## src/rtl/uart_echo_pkg.sv

```systemverilog
package uart_echo_pkg;

  localparam logic [1:0] A_CTRL = 2'd0;
  localparam logic [1:0] A_DIV  = 2'd1;
  localparam logic [1:0] A_DATA = 2'd2;
  localparam logic [1:0] A_STAT = 2'd3;

  typedef struct packed {
    logic echo;
    logic inv_tx;
    logic inv_rx;
    logic par_odd;
    logic par_en;
    logic len8;
    logic rx_en;
    logic tx_en;
  } ctrl_t;

  typedef enum logic [1:0] {RX_IDLE, RX_START, RX_BITS} rx_st_t;

  // serial image of one frame, bit 0 leaves first, unused tail is ones
  function automatic logic [10:0] make_frame(input logic [7:0] d, input logic len8,
                                             input logic pen, input logic odd);
    logic [10:0] f;
    logic p;
    f = '1;
    f[0] = 1'b0;
    p = odd;
    for (int i = 0; i < 8; i++) begin
      if (i < 7 || len8) begin
        f[i+1] = d[i];
        p = p ^ d[i];
      end
    end
    if (pen) begin
      if (len8) f[9] = p;
      else      f[8] = p;
    end
    return f;
  endfunction

  function automatic logic [3:0] frame_len(input logic len8, input logic pen);
    return 4'd9 + {3'd0, len8} + {3'd0, pen};
  endfunction

endpackage

```

## src/rtl/uart_tick.sv

```systemverilog
module uart_tick #(
  parameter int DIV_W = 8
) (
  input  logic             clk,
  input  logic             rst,
  input  logic [DIV_W-1:0] div,
  output logic             tick
);
  logic [DIV_W-1:0] cnt;

  always_ff @(posedge clk) begin
    if (rst) begin
      cnt  <= '0;
      tick <= 1'b0;
    end else if (cnt >= div) begin
      cnt  <= '0;
      tick <= 1'b1;
    end else begin
      cnt  <= cnt + 1'b1;
      tick <= 1'b0;
    end
  end
endmodule

```

## src/rtl/uart_tx.sv

```systemverilog
module uart_tx
  import uart_echo_pkg::*;
#(
  parameter int OVS = 16
) (
  input  logic       clk,
  input  logic       rst,
  input  logic       tick,
  input  logic       en,
  input  logic       len8,
  input  logic       par_en,
  input  logic       par_odd,
  input  logic       wr,
  input  logic [7:0] wdata,
  output logic       full,
  output logic       busy,
  output logic       line,
  output logic       irq
);
  localparam int SW = $clog2(OVS);
  localparam logic [SW-1:0] SUB_LAST = SW'(OVS - 1);

  logic [7:0]    hold;
  logic [10:0]   sh;
  logic [SW-1:0] sub;
  logic [3:0]    left;
  logic          full_q;
  logic          bit_end, load;

  assign bit_end = tick && busy && (sub == SUB_LAST);
  assign load    = full && en && tick && (!busy || (bit_end && left == 4'd1));
  assign line    = busy ? sh[0] : 1'b1;

  always_ff @(posedge clk) begin
    if (rst) begin
      hold   <= '0;
      sh     <= '1;
      sub    <= '0;
      left   <= '0;
      busy   <= 1'b0;
      full   <= 1'b0;
      full_q <= 1'b0;
      irq    <= 1'b0;
    end else begin
      full_q <= full;
      irq    <= full_q && !full;
      if (tick && busy) begin
        if (bit_end) begin
          sub <= '0;
          if (left == 4'd1) begin
            busy <= 1'b0;
          end else begin
            sh   <= {1'b1, sh[10:1]};
            left <= left - 4'd1;
          end
        end else begin
          sub <= sub + 1'b1;
        end
      end
      if (load) begin
        sh   <= make_frame(hold, len8, par_en, par_odd);
        left <= frame_len(len8, par_en);
        sub  <= '0;
        busy <= 1'b1;
        full <= 1'b0;
      end
      if (wr) begin
        hold <= wdata;
        full <= 1'b1;
      end
    end
  end
endmodule

```

## src/rtl/uart_rx.sv

```systemverilog
module uart_rx
  import uart_echo_pkg::*;
#(
  parameter int OVS = 16
) (
  input  logic       clk,
  input  logic       rst,
  input  logic       tick,
  input  logic       en,
  input  logic       len8,
  input  logic       par_en,
  input  logic       par_odd,
  input  logic       line,
  input  logic       clr,
  output logic [7:0] data,
  output logic       full,
  output logic       busy,
  output logic       perr,
  output logic       ferr
);
  localparam int SW = $clog2(OVS);
  localparam logic [SW-1:0] SUB_LAST = SW'(OVS - 1);
  localparam logic [SW-1:0] SUB_MID  = SW'(OVS / 2 - 1);

  rx_st_t        st;
  logic [SW-1:0] sub;
  logic [3:0]    idx, n_data;
  logic [7:0]    sh;
  logic          acc, p_bad;

  assign n_data = len8 ? 4'd8 : 4'd7;

  always_ff @(posedge clk) begin
    if (rst) begin
      st <= RX_IDLE; sub <= '0; idx <= '0; sh <= '0; acc <= 1'b0; p_bad <= 1'b0;
      data <= '0; full <= 1'b0; busy <= 1'b0; perr <= 1'b0; ferr <= 1'b0;
    end else begin
      if (clr) full <= 1'b0;
      if (tick) begin
        case (st)
          RX_IDLE: if (en && !line) begin
            st  <= RX_START;
            sub <= '0;
          end
          RX_START: if (sub == SUB_MID) begin
            sub <= '0;
            if (!line) begin
              st <= RX_BITS; busy <= 1'b1; idx <= '0; sh <= '0;
              acc <= par_odd; p_bad <= 1'b0;
            end else begin
              st <= RX_IDLE;
            end
          end else begin
            sub <= sub + 1'b1;
          end
          default: if (sub == SUB_LAST) begin
            sub <= '0;
            if (idx < n_data) begin
              sh[idx[2:0]] <= line;
              acc <= acc ^ line;
              idx <= idx + 4'd1;
            end else if (par_en && idx == n_data) begin
              p_bad <= line != acc;
              idx   <= idx + 4'd1;
            end else begin
              data <= sh;
              full <= 1'b1;
              ferr <= !line;
              perr <= par_en && p_bad;
              busy <= 1'b0;
              st   <= RX_IDLE;
            end
          end else begin
            sub <= sub + 1'b1;
          end
        endcase
      end
    end
  end
endmodule

```

## src/rtl/uart_echo_core.sv

```systemverilog
module uart_echo_core
  import uart_echo_pkg::*;
#(
  parameter int DIV_W = 8,
  parameter int OVS   = 16
) (
  input  logic       clk,
  input  logic       rst,
  input  logic       wr_en,
  input  logic       rd_en,
  input  logic [1:0] addr,
  input  logic [7:0] wdata,
  output logic [7:0] rdata,
  input  logic       rx,
  output logic       tx,
  output logic       tx_irq
);
  ctrl_t            ctrl;
  logic [DIV_W-1:0] div;
  logic             tick, rx_s1, rx_s2, rx_line;
  logic             tx_full, tx_busy, tx_line;
  logic [7:0]       rx_data;
  logic             rx_full, rx_busy, rx_perr, rx_ferr;
  logic             wr_data, rd_data;

  assign wr_data = wr_en && addr == A_DATA;
  assign rd_data = rd_en && addr == A_DATA;
  assign rx_line = rx_s2 ^ ctrl.inv_rx;

  uart_tick #(.DIV_W(DIV_W)) i_tick (.clk(clk), .rst(rst), .div(div), .tick(tick));

  uart_tx #(.OVS(OVS)) i_tx (
    .clk(clk), .rst(rst), .tick(tick), .en(ctrl.tx_en), .len8(ctrl.len8),
    .par_en(ctrl.par_en), .par_odd(ctrl.par_odd), .wr(wr_data), .wdata(wdata),
    .full(tx_full), .busy(tx_busy), .line(tx_line), .irq(tx_irq));

  uart_rx #(.OVS(OVS)) i_rx (
    .clk(clk), .rst(rst), .tick(tick), .en(ctrl.rx_en), .len8(ctrl.len8),
    .par_en(ctrl.par_en), .par_odd(ctrl.par_odd), .line(rx_line), .clr(rd_data),
    .data(rx_data), .full(rx_full), .busy(rx_busy), .perr(rx_perr), .ferr(rx_ferr));

  always_ff @(posedge clk) begin
    if (rst) begin
      ctrl  <= '0;
      div   <= '0;
      rdata <= '0;
      rx_s1 <= 1'b1;
      rx_s2 <= 1'b1;
      tx    <= 1'b1;
    end else begin
      rx_s1 <= rx;
      rx_s2 <= rx_s1;
      tx    <= (ctrl.echo ? rx : tx_line) ^ ctrl.inv_tx;
      if (wr_en && addr == A_CTRL) ctrl <= ctrl_t'(wdata);
      if (wr_en && addr == A_DIV)  div  <= DIV_W'(wdata);
      if (rd_en) begin
        case (addr)
          A_CTRL:  rdata <= ctrl;
          A_DIV:   rdata <= 8'(div);
          A_DATA:  rdata <= rx_data;
          default: rdata <= {2'b00, rx_ferr, rx_perr, rx_busy, rx_full, tx_busy, tx_full};
        endcase
      end
    end
  end
endmodule

```

## config.mk

```make
export PLATFORM = sky130hd
export DESIGN_NAME = uart_echo_core
export DESIGN_NICKNAME = d
export VERILOG_FILES = /design/src/rtl/uart_echo_pkg.sv /design/src/rtl/uart_tick.sv /design/src/rtl/uart_tx.sv /design/src/rtl/uart_rx.sv /design/src/rtl/uart_echo_core.sv
export SDC_FILE = /design/constraint.sdc
export NUM_CORES = 1
export LEC_CHECK = 0
export ABC_AREA = 1
export BUFFER_PORTS_ARGS = -buffer_cell sky130_fd_sc_hd__buf_2
export CAP_MARGIN = 5
export CORE_MARGIN = 2
export CORE_UTILIZATION = 65
export DETAILED_ROUTE_END_ITERATION = 6
export PLACE_DENSITY_LB_ADDON = 0.3
export SKIP_LAST_GASP = 1
export SLEW_MARGIN = 10
export SYNTH_ARGS = -nofsm -noshare
export SYNTH_HDL_FRONTEND = slang
export SYNTH_SLANG_ARGS = --single-unit
export TNS_END_PERCENT = 1
```

## constraint.sdc

```tcl
create_clock -name clk -period 5.35 [get_ports clk]
set_clock_uncertainty 0.1 [all_clocks]
set_input_delay 0.2675 -clock clk [delete_from_list [all_inputs] [get_ports clk]]
set_output_delay 0.2675 -clock clk [all_outputs]
set_load 0.02 [all_outputs]
```

==> summary.md <==
| Metric | Value |
|---|---|
| Outcome | complete, no violations |
| Seq cells post-synth | 98 |
| CP peak stage delay | 0.49 ns |
| Final Max Slew Viols | 0 |
| DRC | 0 |
| Final Util | 0.731 |
| Routed vias | 4284 |
| Logic pwr share | 0.092 |
| Post-CTS setup buffers | 0 |
| Clock transition at the registers of the reported paths | 0.10 ns |
| Largest net degree at the start of global routing | 42 |
| Worst-Margin Slew | 0.659 ns |
| Gr usage total | 0.285 |
| Nets | 701 |
| Hold_buf cts | 0 |
| Sw Share | 0.266 |
| Hold WS | 0.0233 ns |
| YS warnings | 0 |
| PD cells | 272 nW/um^2 |
| Register share of total power | 0.557 |
| Post-synthesis cell count | 651 |
| Power Total | 0.00137 W |
| TritonRoute pass-1 iters | 7 |
| Layout cells sized above 1 | 0.0833 |
| Vias per inst | 5.58 |
| Post-cts sizing count | 0 |
| Hold Path Class | primary input to flop |
| Die width | 88.7 um |
| Antenna-violating nets left | 0 |
| Initial Util | 0.679 |
| Die extent in y | 88.7 um |
| Most frequent CP cell | nand2_1 |
| Final hold vios | 0 |
| Final period util | 0.484 |
| Setup TNS | 0 ns |
| Routed WL | 10700 um |
| Syn_nets | 685 |
| CTS sink count | 98 |
| FILL cells | 556 |
| Max Freq | 386 MHz |
| R2r setup slk | 2.76 ns |
| H-tree depth | 3 |
| Worst VDD drop | 0.130 mV |
| RSZ-0062 raised after global routing | no |
| Worst skew pair latency | 0.37 ns |
| Slowest cell on crit path | dfxtp_1 |
| Max_cap viols | 0 |
| Family with the most delay on the worst path | simple AND/OR/NAND/NOR gates |
| Global-route wire length before repair | 17400 um |
| Antenna violations before repair | 0 |
| Die ar. | 7870 um^2 |
| DR WL/cell | 13.9 um |
| CP arrival | 2.73 ns |
| Final Setup Violations | 0 |
| Port-buffer cells | 24 |
| Internal | 0.00100 W |
| Synth Cell Area | 4670 um^2 |
| CTS tree | yes |
| Cts bufs inserted | 9 |
| Final Critical Period | 2.59 ns |
| Crit path cell chain | inv_1 > ha_1 > nand2_1 > inv_1 > nand2_1 > nand2_1 > nand3_1 > o21ai_0 > a21oi_1 |
| CP endpoint kind | flop |
| Synth unique cells | 38 |
| Ports | 25 |
| Root Buffer | clkbuf_8 |
| N_diodes | 0 |
| Clock network power share | 0.350 |
| Sequential element share of the synthesized area | 0.420 |
| Post-synthesis area per instance | 7.17 um^2 |
| Core area | 6870 um^2 |
| GRT overflow | 0 |
| Cell leakage power | 2.13 nW |
| Crit path max fanout | 21 |
| Vias in the first global route | 3978 |
| CP required | 5.49 ns |
| Longest Clk Path Bufs | 2 |
| Max-Slew Margin vs Limit | 0.560 |
| DPL Wire Length | 7620 um |
| CP bufs+invs | 2 |
| Critical path type | flop to flop |
| Area growth, synth to finish | 7.56% |
| CP Launch Type | flop |
| P_sw | 0.000364 W |
| DR iter-0 viols | 399 |
| Routability cong. | 0.921 |
| Site Rows | 30 |
[logic make-up after synthesis]
group / Yosys count / share of synthesized area
AOI/OAI and AO/OA: 158 / 0.186
xor gates and xnor gates: 8 / 0.0150
adders and majority gates: 19 / 0.0510
buffers and inverters: 103 / 0.0858
DFF: 98 / 0.420
and+or+nand+nor: 265 / 0.242
[power by group through the flow]
stage / combinational (W) / clock (W) / sequential [W]
6_report: 0.000126 / 0.000479 / 0.000762
5_1_grt: 0.000141 / 0.000508 / 0.000764
4_1_cts: 0.000124 / 0.000482 / 0.000762
3_5_place_dp: 0.000122 / 0 / 0.000778
3_3_place_gp: 0.000118 / 0 / 0.000777
2_1_floorplan: 0.0000846 / 0 / 0.000778
[per-layer routing]
| metal | vias to the layer above | GRT usage | routed length [um] |
|---|---|---|---|
| met4 | 0 | 0.140 | 296 |
| met1 | 1942 | 0.356 | 4480 |
| met3 | 30 | 0.0401 | 695 |
| met5 | - | 0 | 0 |
| met2 | 147 | 0.482 | 5230 |
| li1 | 2165 | - | - |
[layout by cell type (no fill, tap or decap), types with 4 or more instances in the layout]
| cell | netlist | routed |
|---|---|---|
| dfxtp_1 | 98 | 98 |
| nand3_1 | 40 | 40 |
| ha_1 | 19 | 19 |
| o22ai_1 | 7 | 7 |
| nand2_1 | 142 | 142 |
| nand4_1 | 5 | 5 |
| xor2_1 | 5 | 5 |
| or2_2 | 4 | 4 |
| buf_2 | 5 | 24 |
| a31oi_1 | 5 | 5 |
| nor2_1 | 52 | 52 |
| a21oi_1 | 74 | 74 |
| o211ai_1 | 8 | 8 |
| clkbuf_8 | 0 | 9 |
| inv_1 | 81 | 81 |
| o21ai_0 | 53 | 53 |
| nor3_1 | 10 | 10 |
[layout make-up]
type | instances | area [um^2] | share of cell area
Multi-Input combinational cell | 450 | 2300 | 0.459
Sequential cell | 98 | 1960 | 0.391
Inverter | 83 | 312 | 0.0621
Clock buffer | 10 | 128 | 0.0254
Timing Repair Buffer | 25 | 128 | 0.0254
Tap cell | 96 | 120 | 0.0239
Clock inverter | 6 | 66.3 | 0.0132
[synth_stat cells, drive strengths merged]
| cell | number | area share |
|---|---|---|
| o211ai | 8 | 0.013 |
| a21oi | 76 | 0.083 |
| clkinv | 1 | 0.00080 |
| and3 | 2 | 0.0027 |
| o21bai | 1 | 0.0016 |
| inv | 82 | 0.066 |
| nand3b | 1 | 0.0016 |
| buf | 7 | 0.0086 |
| nand2 | 142 | 0.11 |
| ha | 19 | 0.051 |
| o31ai | 1 | 0.0016 |
| a31oi | 5 | 0.0067 |
| a21boi | 1 | 0.0016 |
| xnor2 | 3 | 0.0056 |
| clkbuf | 13 | 0.010 |
| nor2 | 56 | 0.048 |
| o21ai | 57 | 0.065 |
| or2 | 4 | 0.0054 |
| nor3 | 10 | 0.011 |
| o21a | 1 | 0.0016 |
| dfxtp | 98 | 0.42 |
| nor3b | 3 | 0.0048 |
| nand4 | 6 | 0.0094 |
| nand3 | 41 | 0.045 |
| o22ai | 7 | 0.0094 |
| xor2 | 5 | 0.0094 |
| o221ai | 1 | 0.0019 |
[state kept, by name, summed over array words and instances (netlist names), 2 cells and up]
name,flops
i_tx.sh,10
i_rx.st,2
i_tx.hold,8
i_tx.left,4
i_tick.cnt,8
rdata,8
i_rx.data,8
i_rx.sub,4
div,8
i_rx.idx,4
ctrl,8
i_rx.sh,8
i_tx.sub,4
[path summary, 6_finish.rpt]
| kind | end | cells past startpoint | startpoint |
|---|---|---|---|
| setup reg to reg | i_rx.data[3]$_SDFFE_PP0P_ | 9 | ctrl[2]$_SDFFE_PP0P_ |
| setup / recovery | i_rx.data[3]$_SDFFE_PP0P_ | 9 | ctrl[2]$_SDFFE_PP0P_ |
| hold / removal | rx_s1$_SDFF_PP1_ | 3 | rx |
| hold reg to reg | rx_s2$_SDFF_PP1_ | 1 | rx_s1$_SDFF_PP1_ |
[worst register-to-register path: cells and delay by family, from the launching register on]
family | cells | cell delay [ns]
fa+ha+maj | 1 | 0.35
buf+inv | 2 | 0.30
simple gates | 4 | 0.74
compound gates | 2 | 0.49
flops | 1 | 0.49
[per-stage QoR]
step           cells  cell area [um^2]  setup slack [ns]
2_1_floorplan    651              4670              3.46
3_3_place_gp     752              4820              2.93
3_5_place_dp     752              4820              2.90
4_1_cts          768              5020              2.84
5_1_grt          768              5020              2.52
6_report         768              5020              2.76
Note: power is estimated with default switching activity, not from simulation.
